--- src/rtl/fbsel_pkg.sv ---
package fbsel_pkg;

  localparam int REG_AW = 4;

  typedef enum logic [2:0] {
    SLOT_MODE = 3'd0,
    SLOT_STAT = 3'd5
  } reg_slot_e;

  // A word access is folded onto the odd byte of the same register.
  function automatic logic [REG_AW-1:0] fn_norm_addr(input logic [REG_AW-1:0] a,
                                                     input logic wide);
    return wide ? (a | {{(REG_AW-1){1'b0}}, 1'b1}) : a;
  endfunction

  // A frame swap is safe while blanking or while the display is off.
  function automatic logic fn_swap_safe(input logic vb, input logic mode_nz);
    return vb | ~mode_nz;
  endfunction

  // The drawing side always targets the buffer that is not on screen.
  function automatic logic fn_draw_buf(input logic fs);
    return ~fs;
  endfunction

endpackage

--- src/rtl/fbsel_regs.sv ---
module fbsel_regs
  import fbsel_pkg::*;
#(
  parameter int MODE_W  = 2,
  parameter int PRI_BIT = 7
) (
  input  logic              clk,
  input  logic              rst_n,
  input  logic              reg_wr,
  input  logic              reg_wide,
  input  logic [REG_AW-1:0] reg_addr,
  input  logic [15:0]       reg_wdata,
  output logic [7:0]        mode_q,
  output logic              mode_nz,
  output logic              fs_wr,
  output logic              fs_bit,
  output logic              pal_dirty
);

  logic [REG_AW-1:0] eff_addr;
  logic              mode_wr;
  logic              pri_flip;

  assign eff_addr = fn_norm_addr(reg_addr, reg_wide);
  assign mode_wr  = reg_wr && (eff_addr == REG_AW'(4'h1));
  assign fs_wr    = reg_wr && (eff_addr == REG_AW'(4'hB));
  assign fs_bit   = reg_wdata[0];
  assign pri_flip = mode_wr && (reg_wdata[PRI_BIT] != mode_q[PRI_BIT]);
  assign mode_nz  = |mode_q[MODE_W-1:0];

  always_ff @(posedge clk) begin
    if (!rst_n) begin
      mode_q    <= '0;
      pal_dirty <= 1'b0;
    end else begin
      pal_dirty <= pri_flip;
      if (mode_wr) mode_q <= reg_wdata[7:0];
    end
  end

  // a pulse only ever follows a mode write that moved the priority bit
  a_r8_dirty_cause: assert property (@(posedge clk) disable iff (!rst_n)
    pal_dirty |-> ($past(mode_wr) && (mode_q[PRI_BIT] != $past(mode_q[PRI_BIT]))));

  // the mode byte only moves on an odd-byte (or folded word) write
  a_r11_mode_guard: assert property (@(posedge clk) disable iff (!rst_n)
    !(reg_wr && (reg_addr[0] || reg_wide)) |=> $stable(mode_q));

endmodule

--- src/rtl/fbsel_flip.sv ---
module fbsel_flip
  import fbsel_pkg::*;
(
  input  logic clk,
  input  logic rst_n,
  input  logic vblank,
  input  logic mode_nz,
  input  logic fs_wr,
  input  logic fs_bit,
  output logic fs_q,
  output logic pend_q
);

  logic vb_q;
  logic vb_rise;
  logic swap_now;
  logic swap_late;

  assign vb_rise   = vblank && !vb_q;
  assign swap_now  = fs_wr && fn_swap_safe(vblank, mode_nz) && (fs_bit != fs_q);
  assign swap_late = !fs_wr && vb_rise && (pend_q != fs_q);

  always_ff @(posedge clk) begin
    if (!rst_n) begin
      fs_q   <= 1'b0;
      pend_q <= 1'b0;
      vb_q   <= 1'b0;
    end else begin
      vb_q <= vblank;
      if (fs_wr) pend_q <= fs_bit;
      if (swap_now)       fs_q <= fs_bit;
      else if (swap_late) fs_q <= pend_q;
    end
  end

  // every frame-select write is recorded as the pending value
  a_r2_pend_record: assert property (@(posedge clk) disable iff (!rst_n)
    fs_wr |=> (pend_q == $past(fs_bit)));

  // no swap while the display is fetching pixels
  a_r3_hold_active: assert property (@(posedge clk) disable iff (!rst_n)
    (!vblank && mode_nz) |=> $stable(fs_q));

  // the parked request lands on the blank edge
  a_r5_apply_edge: assert property (@(posedge clk) disable iff (!rst_n)
    (vb_rise && !fs_wr) |=> (fs_q == $past(pend_q)));

endmodule

--- src/rtl/fbsel_route.sv ---
module fbsel_route
  import fbsel_pkg::*;
#(
  parameter int AW = 17
) (
  input  logic          clk,
  input  logic          rst_n,
  input  logic          fs,
  input  logic          drw_req,
  input  logic [AW-1:0] drw_addr,
  output logic [1:0]    fb_req,
  output logic [AW-1:0] fb_addr
);

  localparam int NBUF = 2;

  logic draw_idx;
  assign draw_idx = fn_draw_buf(fs);
  assign fb_addr  = drw_addr;

  for (genvar i = 0; i < NBUF; i++) begin : g_buf
    assign fb_req[i] = drw_req && (draw_idx == 1'(i));
  end

  // a request hits exactly one buffer and never the displayed one
  a_r6_route_opposite: assert property (@(posedge clk) disable iff (!rst_n)
    drw_req |-> (($countones(fb_req) == 1) && !fb_req[fs]));

  a_r6_idle_quiet: assert property (@(posedge clk) disable iff (!rst_n)
    !drw_req |-> (fb_req == 2'b00));

endmodule

--- src/rtl/fbsel_ctrl.sv ---
module fbsel_ctrl
  import fbsel_pkg::*;
#(
  parameter int AW      = 17,
  parameter int MODE_W  = 2,
  parameter int PRI_BIT = 7
) (
  input  logic              clk,
  input  logic              rst_n,
  input  logic              reg_wr,
  input  logic              reg_wide,
  input  logic [REG_AW-1:0] reg_addr,
  input  logic [15:0]       reg_wdata,
  output logic [15:0]       reg_rdata,
  input  logic              tv_std,
  input  logic              vblank,
  input  logic              drw_req,
  input  logic [AW-1:0]     drw_addr,
  output logic [1:0]        fb_req,
  output logic [AW-1:0]     fb_addr,
  output logic              disp_buf,
  output logic              pal_dirty
);

  logic [7:0] mode_q;
  logic       mode_nz;
  logic       fs_wr;
  logic       fs_bit;
  logic       fs_q;
  logic       pend_q;

  fbsel_regs #(.MODE_W(MODE_W), .PRI_BIT(PRI_BIT)) u_regs (
    .clk(clk), .rst_n(rst_n), .reg_wr(reg_wr), .reg_wide(reg_wide),
    .reg_addr(reg_addr), .reg_wdata(reg_wdata), .mode_q(mode_q),
    .mode_nz(mode_nz), .fs_wr(fs_wr), .fs_bit(fs_bit), .pal_dirty(pal_dirty)
  );

  fbsel_flip u_flip (
    .clk(clk), .rst_n(rst_n), .vblank(vblank), .mode_nz(mode_nz),
    .fs_wr(fs_wr), .fs_bit(fs_bit), .fs_q(fs_q), .pend_q(pend_q)
  );

  fbsel_route #(.AW(AW)) u_route (
    .clk(clk), .rst_n(rst_n), .fs(fs_q), .drw_req(drw_req),
    .drw_addr(drw_addr), .fb_req(fb_req), .fb_addr(fb_addr)
  );

  assign disp_buf = fs_q;

  always_comb begin
    unique case (reg_slot_e'(reg_addr[REG_AW-1:1]))
      SLOT_MODE: reg_rdata = {tv_std, 7'b0, mode_q};
      SLOT_STAT: reg_rdata = {vblank, 14'b0, fs_q};
      default:   reg_rdata = 16'h0000;
    endcase
  end

  // the block leaves reset showing buffer 0 with nothing parked
  a_r1_reset_state: assert property (@(posedge clk)
    !rst_n |=> (!disp_buf && !pend_q && !pal_dirty));

  // with the display off a differing write swaps at once
  a_r4_off_swap: assert property (@(posedge clk) disable iff (!rst_n)
    (fs_wr && !mode_nz) |=> (disp_buf == $past(fs_bit)));

endmodule

--- config.mk ---
export PLATFORM = sky130hd
export DESIGN_NAME = fbsel_ctrl
export DESIGN_NICKNAME = d
export VERILOG_FILES = /design/src/rtl/fbsel_pkg.sv /design/src/rtl/fbsel_regs.sv /design/src/rtl/fbsel_flip.sv /design/src/rtl/fbsel_route.sv /design/src/rtl/fbsel_ctrl.sv
export SDC_FILE = /design/constraint.sdc
export NUM_CORES = 1
export LEC_CHECK = 0
export BUFFER_PORTS_ARGS = -buffer_cell sky130_fd_sc_hd__buf_4
export CAP_MARGIN = 5
export CELL_PAD_IN_SITES_DETAIL_PLACEMENT = 0
export CELL_PAD_IN_SITES_GLOBAL_PLACEMENT = 1
export CORE_AREA = 2 2 79 51
export DETAILED_ROUTE_END_ITERATION = 12
export DIE_AREA = 0 0 81 53
export PLACE_DENSITY_LB_ADDON = 0.08
export SKIP_CTS_REPAIR_TIMING = 1
export SLEW_MARGIN = 20
export SYNTH_ARGS = -nofsm -noshare
export SYNTH_HDL_FRONTEND = slang
export SYNTH_SLANG_ARGS = --single-unit
--- constraint.sdc ---
create_clock -name clk -period 1.2 [get_ports clk]
set_input_delay 0.06 -clock clk [delete_from_list [all_inputs] [get_ports clk]]
set_output_delay 0.06 -clock clk [all_outputs]
set_load 0.01 [all_outputs]
Word level (Yosys, flattened, before mapping)
Cells that the tools add are included.
Widths: inputs -> output; s select.
Cells by class
  reduce and logical (&&, ||, !) cells: 15
  bitwise gates (word level): 3
  equality and inequality tests: 6
  muxes and demuxes: 4
Operators with widths (count)
  $pmux 16 s2: 1
  $logic_and 1x1->1: 10
  $eq 4x1->1 const B: 1
  $eq 4x4->1 const B: 1
  $eq 3x3->1 const B: 1
  $logic_not 3->1: 1
  $mux 1: 3
  $ne 1x1->1: 3
  $logic_not 1->1: 2
  $not 1->1: 2
  $reduce_bool 2->1: 1
  $reduce_or 2->1: 1
  $or 1x1->1: 1
Word-level totals
  input port bits: 44
  flip-flop bits (word level): 12
  output and inout bits: 37
  logic and storage cells: 33

Longest topological paths before layout
Gate-level depths: netlist (run 1).
  depth in word-level cells: 8
  mapped depth: 5

Modules after synthesis
A second synthesis (run 1) with hierarchy kept.
Unflattened totals
  cells, all modules: 100
  area, all modules: 829.5 µm²
By module, submodules not included
  fbsel_regs: area each 409.1 µm², cells an instance 45, seq. area each 180.2 µm², times used 1
  fbsel_ctrl: area each 147.6 µm², cells an instance 22, seq. area each 0.0 µm², times used 1
  fbsel_route: area each 143.9 µm², cells an instance 19, seq. area each 0.0 µm², times used 1
  fbsel_flip: area each 128.9 µm², cells an instance 14, seq. area each 60.1 µm², times used 1

Worst setup path after synthesis (run 1)
OpenSTA, ideal clock, no wires.
  path type: register to register
  start point: reg u_flip.vb_q
  end point: reg u_flip.fs_q
  clock period less this slack: 996 ps
  path slack: 204 ps
  stages on the path, launching flop included: 5
  setup time: 127 ps
  buffers on the path: 0
  data arrival time: 869 ps
  cell sequence: dfxtp_1 > nor2b_1 > mux2_1 > o21ai_0 > a21oi_1
On the way
  longest elaborated chain between the ends: 5
Ends and longest elaborated chain
  start, declared: line fbsel_flip.sv:14  | logic vb_q;
  start signal, assigned: line fbsel_flip.sv:29  | vb_q <= vblank;
  $logic_not 1->1: line fbsel_flip.sv:19  | assign vb_rise = vblank && !vb_q;
  $logic_and 1x1->1: line fbsel_flip.sv:19
  $logic_and 1x1->1 (2 in a row): line fbsel_flip.sv:21  | assign swap_late = !fs_wr && vb_rise && (pend_q != fs_q);
  $reduce_bool 2->1 (no line)
  end signal, assigned: line fbsel_flip.sv:31  | if (swap_now) fs_q <= fs_bit;
  end signal, assigned: line fbsel_flip.sv:32  | else if (swap_late) fs_q <= pend_q;
  end, declared: line fbsel_flip.sv:10  | output logic fs_q,
Every way passes these cells.
A chain may end at the register's enable or synchronous reset.

Final worst setup path (run 1)
  start point: reg u_flip.fs_q
  end point: out reg_rdata[0]
On the way
  longest elaborated chain between the ends: 1
Ends and longest elaborated chain
  $pmux 16 s2: line fbsel_ctrl.sv:51  | unique case (reg_slot_e'(reg_addr[REG_AW-1:1]))
  end, declared: line fbsel_ctrl.sv:14  | output logic [15:0] reg_rdata,
Every way passes these cells.

==> metrics, run 1 <==
result of the run=finished clean; final cycle utilization of the critical path=0.876; first-pass GRT wire length=2.76 mm; share of cells above drive strength 1=0.396; Area growth syn-to-layout=24.0%; number of nets in the layout=152; input/output buffers=31; via count of the first global-routing pass=548; busiest grt layer=met1; combinational power share=0.151; unrepaired setup endpoints after global routing=no; die area=between 0.004 and 0.005 sq mm; Peak supply drop=between 0.3 and 0.4 mV; standard-cell row count=17; Setup TNS Final=0 ns; Die W=81 um; kind of start point of the critical path=flip-flop; Worst-path clk slew=about 0.050 ns; worst hold path type=primary input to flip-flop; cell leakage power=roughly 0.44 nW; CP Capture Type=primary output; Post-Layout Inst Area=988 sq um; H-tree depth=1; Clock Skew=between 0.0007 and 0.0008 ns; mean instance size in the synthesized netlist=between 9 and 10 sq um; cell with the largest stage delay on the worst path=sky130_fd_sc_hd__dfxtp_2; routing usage on met1=0.128; required arrival time at the worst endpoint=1.14 ns; Distinct cells, synth=21; #FFs+latches synth=12; Detail Placement HPWL=1.38 mm; global-route total usage across every layer=0.0889; P per Cell Area=934 mW/mm^2; CTS Root Cell=sky130_fd_sc_hd__clkbuf_8; fill cell count=roughly 400; clock tree from TritonCTS=done; Inserted Diodes=0; Pins Over Slew Limit=0; Clock Latency Late Sink=0.24 ns; initial drt markers=10; critical path fanouts, max=6; Via density=3.67; placed instance area=946 sq um; number of ports placed on the die boundary=about 80; Cell Int Power=about 0.00070 W; final setup violation count=0; GR met3 Demand/Resource=0.0529; pin count of the biggest net entering global routing=13; initial core utilization=0.226; drt pass-1 iters=4; family with the most delay on the worst path=flip-flops; global route overflow=0; Std-Cell Core Area=roughly 0.0035 sq mm; arrival time worst endpoint=0.99 ns; Bufs and invs on worst path=1; met2 track utilization from global routing=0.106; worst-path cell chain=nand3_1 -> a21oi_1 -> buf_4; clock tree sinks=12; placed cells=150; clk buf depth=2; number of routed nets with antenna violations=0; total CTS buffers=3; overall via count from detail_route=around 560; number of failing hold endpoints at the final stage=0; switching power=0.000218 W; crit path kind=flip-flop to primary output; RePlAce Congestion=0.692; slowest cell delay on critical path=0.37 ns; detailed-route DRC error count=0; Reg area=241 sq um; max frequency=0.951 GHz; share of power burned in registers=0.447; number of antenna violations at the first check in global routing=0; detailed-route wire length per cell=around 11 um; share of power burned in the clock network=0.402; total standard cell area after synthesis=797 sq um; slack of the worst reg-to-reg path=0.16 ns; warnings from Yosys=0; Core Util, Final=0.280; area of the multi-input gates=384 sq um; Post-Syn Instances=88; Total Routed Length=roughly 1.7 mm; proportion of synthesized chip area in sequential cells=0.301; final non-filler cell total=153; min Tclk post-route=1.05 ns; Net Sw Frac=0.236; height of the die=around 53 um; max-cap viol count=0
-- final timing paths --
| path | start | end | cells past startpoint |
|---|---|---|---|
| worst min-delay path | vblank | u_flip.vb_q | 2 |
| worst min register to register | u_regs.mode_q[6] | u_regs.mode_q[6] | 2 |
| worst max-delay path | u_flip.fs_q | reg_rdata[0] | 3 |
| worst max register to register | u_flip.vb_q | u_flip.fs_q | 4 |
-- area by class of cell --
class,count,area share
well taps,47,0.0595
multi-input cells,56,0.389
flip-flops and latches,12,0.244
repair buffers,35,0.266
clock buffers,3,0.0418
-- cell usage after synthesis --
library cell / count / area share
sky130_fd_sc_hd__a21oi_1: 3 / 0.019
sky130_fd_sc_hd__and2_1: 9 / 0.071
sky130_fd_sc_hd__and3_1: 1 / 0.0079
sky130_fd_sc_hd__buf_4: 24 / 0.23
sky130_fd_sc_hd__buf_6: 1 / 0.014
sky130_fd_sc_hd__clkbuf_1: 1 / 0.0047
sky130_fd_sc_hd__conb_1: 1 / 0.0047
sky130_fd_sc_hd__dfxtp_1: 12 / 0.30
sky130_fd_sc_hd__mux2_1: 1 / 0.014
sky130_fd_sc_hd__mux2i_1: 10 / 0.13
sky130_fd_sc_hd__nand2_1: 3 / 0.014
sky130_fd_sc_hd__nand2b_4: 1 / 0.017
sky130_fd_sc_hd__nand3_1: 2 / 0.013
sky130_fd_sc_hd__nor2_1: 2 / 0.0094
sky130_fd_sc_hd__nor2b_1: 11 / 0.086
sky130_fd_sc_hd__nor3_1: 1 / 0.0063
sky130_fd_sc_hd__nor3_2: 1 / 0.013
sky130_fd_sc_hd__nor4_4: 1 / 0.027
sky130_fd_sc_hd__o21ai_0: 1 / 0.0063
sky130_fd_sc_hd__o21bai_1: 1 / 0.0094
sky130_fd_sc_hd__xor2_1: 1 / 0.011
-- stage by stage --
step | power [W] | hold WS (ns) | worst slack (ns)
3_3_place_gp | 0.000560 | 0.120 | 0.0476
6_report | 0.000923 | 0.0584 | 0.149
3_5_place_dp | 0.000562 | 0.120 | 0.0360
5_1_grt | 0.000977 | 0.0758 | 0.0265
4_1_cts | 0.000943 | 0.0577 | 0.0734
2_1_floorplan | 0.000554 | 0.164 | 0.204
-- logic make-up (layout without fill, tap and decap cells) --
logic type,count (synthesis),count (layout),synth area share
buffers and inverters,26,38,0.245
AND/OR/NAND/NOR,32,32,0.264
multiplexers,11,11,0.140
flip-flops,12,12,0.301
other,1,7,0.00471
XOR/XNOR,1,1,0.0110
AO/OA/AOI/OAI,5,5,0.0345
-- sequential cells by signal (all words and copies together) (netlist names) --
name and cells:
u_flip.vb_q 1, u_flip.pend_q 1, u_regs.pal_dirty 1, u_regs.mode_q 8
u_flip.fs_q 1
-- power groups by stage --
stage               combinational, W  clock (W)  sequential [W]
floorplan                   0.000134          0        0.000420
finish                      0.000139   0.000371        0.000412
CTS                         0.000142   0.000389        0.000412
global placement            0.000140          0        0.000420
detailed placement          0.000141          0        0.000421
global route                0.000155   0.000409        0.000413
-- cell usage in the layout, fill, tap and decap left out, drive strengths merged --
| master | Yosys | layout |
|---|---|---|
| buf | 25 | 35 |
| dfxtp | 12 | 12 |
| nor2b | 11 | 11 |
| mux2i | 10 | 10 |
| and2 | 9 | 9 |
| conb | 1 | 7 |
| nand2 | 3 | 3 |
| a21oi | 3 | 3 |
| clkbuf | 1 | 3 |
| nand3 | 2 | 2 |
| nor2 | 2 | 2 |
| nor3 | 2 | 2 |
| nand2b | 1 | 1 |
| nor4 | 1 | 1 |
| o21bai | 1 | 1 |
| mux2 | 1 | 1 |
| o21ai | 1 | 1 |
| xor2 | 1 | 1 |
| and3 | 1 | 1 |
-- per-layer routing --
layer  vias to the layer above  part of all wire  wire length [um]
met3                         2              0.12               209
li1                        290                 -                 -
met5                         -                 0                 0
met1                       239              0.49               862
met4                         0            0.0034                 6
met2                        31              0.38               665
Note: power is estimated with default switching activity, not from simulation.
==> run 2: changes to the inputs <==
--- a/config.mk
+++ b/config.mk
@@ -10,9 +10,11 @@
 export CELL_PAD_IN_SITES_DETAIL_PLACEMENT = 0
 export CELL_PAD_IN_SITES_GLOBAL_PLACEMENT = 1
 export CORE_AREA = 2 2 79 51
+export CTS_CLUSTER_SIZE = 16
 export DETAILED_ROUTE_END_ITERATION = 12
 export DIE_AREA = 0 0 81 53
 export PLACE_DENSITY_LB_ADDON = 0.08
+export REMOVE_ABC_BUFFERS = 1
 export SKIP_CTS_REPAIR_TIMING = 1
 export SLEW_MARGIN = 20
 export SYNTH_ARGS = -nofsm -noshare
==> run 2 against run 1 <==
Compared with the run above:
- wire length up 13%
- critical path depth unchanged
- sequential power about the same
- worst hold slack improved by 0.0092 ns
- non-clock buffer count decreased by 2
- maximum frequency fell by 3.4%
- die area unchanged
- via count up 3.9%
- critical path type unchanged
- largest cell class unchanged
- largest power group unchanged
==> metrics, run 2 (synthesis gave the netlist of run 1 again) <==
result of the run=finished clean; commonest non-fill, non-tap cells in the layout=32 x sky130_fd_sc_hd__buf_4, 12 x sky130_fd_sc_hd__dfxtp_1, 11 x sky130_fd_sc_hd__nor2b_1, 10 x sky130_fd_sc_hd__mux2i_1, 9 x sky130_fd_sc_hd__and2_1; initial drt markers=11 (+1); switching power=0.000208 W (-4.7%); Setup TNS Final=0 ns (unchanged); critical path fanouts, max=6 (unchanged); CP Capture Type=primary output; Net Sw Frac=0.228 (-0.00831); drt pass-1 iters=4 (unchanged); unrepaired setup endpoints after global routing=no; cell leakage power=0.429 nW (-1.9%); number of failing hold endpoints at the final stage=0 (unchanged); min Tclk post-route=1.09 ns (+0.0374 ns); number of ports placed on the die boundary=81 (unchanged); input/output buffers=31 (unchanged); standard-cell row count=17 (unchanged); detailed-route wire length per cell=13.1 um (+15%); worst hold path type=primary input to flip-flop; required arrival time at the worst endpoint=1.14 ns (about the same); Pins Over Slew Limit=0 (unchanged); via count of the first global-routing pass=563 (+2.7%); crit path kind=flip-flop to primary output; Inserted Diodes=0 (unchanged); slowest cell delay on critical path=0.41 ns (+0.04 ns); Worst Hold Endpoint=u_flip.vb_q; worst reg2reg path depth=4 (unchanged); H-tree depth=1 (unchanged); max frequency=0.919 GHz (-3.4%); kind of start point of the critical path=flip-flop; cell with the largest stage delay on the worst path=sky130_fd_sc_hd__dfxtp_1; pin count of the biggest net entering global routing=13 (unchanged); Detail Placement HPWL=1.54 mm (+11%); global-route total usage across every layer=0.0981 (+0.00919); commonest non-fill, non-tap cell in the layout=sky130_fd_sc_hd__buf_4; Post-Layout Inst Area=985 sq um (-0.38%); Clock Skew=0.00394 ns (+0.00324 ns); Clock Latency Late Sink=0.24 ns (about the same); final non-filler cell total=151 (-1.3%); worst r2r dst=u_flip.fs_q; number of antenna violations at the first check in global routing=0 (unchanged); first-pass GRT wire length=2.93 mm (+6.2%); detailed-route DRC error count=0 (unchanged); final cycle utilization of the critical path=0.907 (+0.0311); Std-Cell Core Area=0.00353 sq mm (unchanged); Total Routed Length=1.97 mm (+13%); share of power burned in registers=0.452 (+0.005); overall via count from detail_route=584 (+3.9%); clock tree from TritonCTS=done; Worst Min Path Start=vblank; combinational power share=0.151 (about the same); placed instance area=943 sq um (-0.26%); P per Cell Area=925 mW/mm^2 (-0.87%); worst-path cell chain=nand3_1 -> a21oi_1 -> buf_4; cell count of the worst hold path=2 (unchanged); initial core utilization=0.226 (unchanged); flip-flop count of the largest register after layout=8 (unchanged); final setup violation count=0 (unchanged); Peak supply drop=0.354 mV (+10%); Area growth syn-to-layout=23.5%; placed cells=148 (-1.3%); Worst-path clk slew=0.05 ns (about the same); most flop-heavy register=u_regs.mode_q; share of cells above drive strength 1=0.375 (-0.0212); number of nets in the layout=150 (-1.3%); total CTS buffers=3 (unchanged); Die W=81 um (unchanged); Via density=3.87 (+5.3%); slack of the worst reg-to-reg path=0.12 ns (-0.04 ns); die area=0.00429 sq mm (unchanged); max-cap viol count=0 (unchanged); post-route setup slack=0.112 ns (-0.0374 ns); arrival time worst endpoint=1.03 ns (+0.04 ns); share of power burned in the clock network=0.397 (-0.005); CTS Root Cell=sky130_fd_sc_hd__clkbuf_8; RePlAce Congestion=0.645 (-6.8%); worst setup slack after placement=0.0414 ns (+0.00547 ns); clock tree sinks=12 (unchanged); launch point of the worst reg-to-reg path=u_flip.vb_q; global route overflow=0 (unchanged); height of the die=53 um (unchanged); Cell Int Power=0.000704 W (-0.18%); number of routed nets with antenna violations=0 (unchanged); fill cell count=381 (-4.0%); clk buf depth=2 (unchanged)
run 2: cell count changes in the layout (fill, tap and decap cells not counted):
| cell | previous run | this run |
|---|---|---|
| sky130_fd_sc_hd__buf_12 | 0 | 1 |
| sky130_fd_sc_hd__buf_4 | 35 | 32 |
| sky130_fd_sc_hd__dfxtp_1 | 11 | 12 |
| sky130_fd_sc_hd__dfxtp_2 | 1 | 0 |
run 2: layout make-up:
type / count / area (sq um) / share of cell area
well taps: 47 / 58.8 / 0.0597
multi-input cells: 56 / 384 / 0.390
flip-flops and latches: 12 / 240 / 0.244
clock buffers: 3 / 41.3 / 0.0419
repair buffers: 33 / 260 / 0.264
run 2: power by group through the flow:
stage	clock network [W]	registers (W)	logic, W
detailed placement	0	0.000421	0.000139
global placement	0	0.000420	0.000139
floorplan	0	0.000420	0.0000549
finish	0.000362	0.000412	0.000137
CTS	0.000380	0.000412	0.000139
global route	0.000408	0.000413	0.000152
run 2: critical path, delay by kind of cell (launching register included):
kind,cells,cell delay (ns)
AO/OA/AOI/OAI,1,0.16
flip-flops,1,0.41
AND/OR/NAND/NOR,1,0.09
buffers and inverters,1,0.14
run 2: through the flow:
step                total power, W  hold WS (ns)  utilization
detailed placement        0.000559         0.120        0.267
finish                    0.000911        0.0676        0.279
floorplan                 0.000475         0.120            -
global route              0.000973        0.0650        0.279
global placement          0.000559         0.120        0.267
CTS                       0.000931        0.0611        0.279
run 2: worst max path at each step:
| stage | cells past startpoint | end | from | slack (ns) |
|---|---|---|---|---|
| detailed placement | 6 | u_regs.mode_q[3] | reg_addr[2] | 0.04 |
| CTS | 3 | reg_rdata[0] | u_flip.fs_q | 0.06 |
| floorplan | 4 | u_regs.mode_q[0] | reg_addr[2] | 0.08 |
| global placement | 6 | u_regs.mode_q[6] | reg_addr[2] | 0.04 |
| finish | 3 | reg_rdata[0] | u_flip.fs_q | 0.11 |
| global route | 3 | reg_rdata[0] | u_flip.fs_q | 0.01 |
run 2: layer usage:
metal / global-route usage / vias to the layer above / part of all wire
met5: 0 / - / 0
met4: 0.0339 / 0 / 0.0096
met3: 0.0785 / 2 / 0.15
met2: 0.109 / 48 / 0.36
met1: 0.132 / 245 / 0.48
li1: - / 289 / -
==> run 3: changes to the inputs <==
--- a/config.mk
+++ b/config.mk
@@ -10,9 +10,11 @@
 export CELL_PAD_IN_SITES_DETAIL_PLACEMENT = 0
 export CELL_PAD_IN_SITES_GLOBAL_PLACEMENT = 1
 export CORE_AREA = 2 2 79 51
+export CTS_BUF_LIST = sky130_fd_sc_hd__clkbuf_4
 export CTS_CLUSTER_SIZE = 16
 export DETAILED_ROUTE_END_ITERATION = 12
 export DIE_AREA = 0 0 81 53
+export MAX_ROUTING_LAYER = met4
 export PLACE_DENSITY_LB_ADDON = 0.08
 export REMOVE_ABC_BUFFERS = 1
 export SKIP_CTS_REPAIR_TIMING = 1
==> run 3 against run 2 <==
Compared with the run above:
- worst hold slack got worse by 0.033 ns
- sequential share of layout area increased by 0.57 points
- clock power decreased by 33%
- combinational power is essentially flat
- total power fell by 13%
- maximum frequency barely moved
- register-to-register slack about the same
- highest routed layer unchanged
- via count rose by 0.86%
- flip-flop and latch count unchanged
- cell count is the same
- design area shrank 1.8%
==> metrics, run 3 (synthesis gave the netlist of run 1 again) <==
overall via count from detail_route=589 (+0.86%); number of ports placed on the die boundary=81 (unchanged); arrival time worst endpoint=1.23 ns (+0.20 ns); initial drt markers=9 (-2); worst-path cell chain=nor2b_1 -> mux2_1 -> o21ai_0 -> a21oi_1; RePlAce Congestion=0.651 (+0.87%); P per Cell Area=817 mW/mm^2 (-12%); required arrival time at the worst endpoint=1.34 ns (+0.20 ns); first-pass GRT wire length=2.90 mm (-0.95%); crit path kind=flip-flop to flip-flop; commonest non-fill, non-tap cell in the layout=sky130_fd_sc_hd__buf_4; share of cells above drive strength 1=0.385 (+0.00962); number of failing hold endpoints at the final stage=0 (unchanged); Std-Cell Core Area=0.00353 sq mm (unchanged); Detail Placement HPWL=1.54 mm (unchanged); max-cap viol count=0 (unchanged); standard-cell row count=17 (unchanged); Via density=3.90 (+0.86%); Pins Over Slew Limit=0 (unchanged); Peak supply drop=0.266 mV (-25%); via count of the first global-routing pass=561 (-0.36%); Setup TNS Final=0 ns (unchanged); worst hold path type=primary input to flip-flop; global route overflow=0 (unchanged); die area=0.00429 sq mm (unchanged); critical path fanouts, max=1 (-5); Clock Skew=0.00600 ns (+0.00207 ns); commonest non-fill, non-tap cells in the layout=32 x sky130_fd_sc_hd__buf_4, 11 x sky130_fd_sc_hd__nor2b_1, 11 x sky130_fd_sc_hd__dfxtp_1, 10 x sky130_fd_sc_hd__mux2i_1, 9 x sky130_fd_sc_hd__and2_1; slowest cell delay on critical path=0.34 ns (-0.07 ns); total CTS buffers=3 (unchanged); unrepaired setup endpoints after global routing=no; result of the run=finished clean; number of routed nets with antenna violations=0 (unchanged); detailed-route DRC error count=0 (unchanged); most flop-heavy register=u_regs.mode_q; input/output buffers=31 (unchanged); CP Capture Type=flip-flop; clock tree from TritonCTS=done; Area growth syn-to-layout=21.4%; max frequency=0.919 GHz (about the same); initial core utilization=0.226 (unchanged); cell with the largest stage delay on the worst path=sky130_fd_sc_hd__mux2_1; Inserted Diodes=0 (unchanged); H-tree depth=1 (unchanged); Core Util, Final=0.274 (-0.00496); kind of start point of the critical path=flip-flop; pin count of the biggest net entering global routing=13 (unchanged); number of antenna violations at the first check in global routing=0 (unchanged); clock tree sinks=12 (unchanged); global-route total usage across every layer=0.0996 (+0.00146); clk buf depth=2 (unchanged); fill cell count=380 (-0.26%); min Tclk post-route=1.09 ns (+0.000219 ns); Worst-path clk slew=0.07 ns (+0.02 ns); Clock Latency Late Sink=0.27 ns (+0.03 ns); final setup violation count=0 (unchanged); flip-flop count of the largest register after layout=8 (unchanged); Die W=81 um (unchanged); final cycle utilization of the critical path=0.907 (about the same); number of nets in the layout=150 (unchanged); Total Routed Length=1.99 mm (+0.76%); cell leakage power=0.421 nW (-1.7%); detailed-route wire length per cell=13.2 um (+0.76%); CTS Root Cell=sky130_fd_sc_hd__clkbuf_4; height of the die=53 um (unchanged); drt pass-1 iters=4 (unchanged)
run 3: cell counts in the layout (fill, tap and decap cells not counted):
Identical to the previous run, type by type.
run 3: cell type report:
cell class	instances	area, sq um	share of cell area
Multi-Input combinational cell	56	384	0.397
Timing Repair Buffer	33	260	0.269
Sequential cell	12	241	0.250
Tap cell	47	58.8	0.0608
Clock buffer	3	22.5	0.0233
run 3: path summary, 6_finish.rpt:
check | startpoint | end | slack, ns | cells after the start
setup / recovery | u_flip.vb_q | u_flip.fs_q | 0.11 | 4
hold / removal | vblank | u_flip.vb_q | 0.03 | 2
setup reg to reg | u_flip.vb_q | u_flip.fs_q | 0.11 | 4
hold reg to reg | u_regs.mode_q[6] | u_regs.mode_q[6] | 0.51 | 2
run 3: critical path, delay by kind of cell (launching register included):
kind | cells | cell delay [ns]
DFF | 1 | 0.30
muxes | 1 | 0.34
AOI/OAI and AO/OA | 2 | 0.20
and+or+nand+nor | 1 | 0.12
run 3: through the flow:
stage          cell area (sq um)  instances  power, W  worst slack (ns)  hold WS (ns)
5_1_grt                      967        151  0.000852            0.0148        0.0202
2_1_floorplan                624         68  0.000475            0.0770         0.120
4_1_cts                      966        151  0.000814            0.0162        0.0216
6_report                     967        151  0.000790             0.111        0.0342
3_5_place_dp                 943        148  0.000559            0.0414         0.120
3_3_place_gp                 943        148  0.000559            0.0381         0.120
run 3: per-layer routing:
layer	global-route usage	vias up	wire [um]
li1	-	291	-
met4	0.0339	0	23
met3	0.0717	4	258
met5	-	-	0
met2	0.106	41	716
met1	0.135	253	990
run 3: power breakdown:
group | leakage [nW] | switching (W) | internal [W]
registers | 0.0977 | 0.00000468 | 0.000407
clock network | 0.0138 | 0.000126 | 0.000116
logic | 0.310 | 0.0000618 | 0.0000755
total | 0.421 | 0.000192 | 0.000598
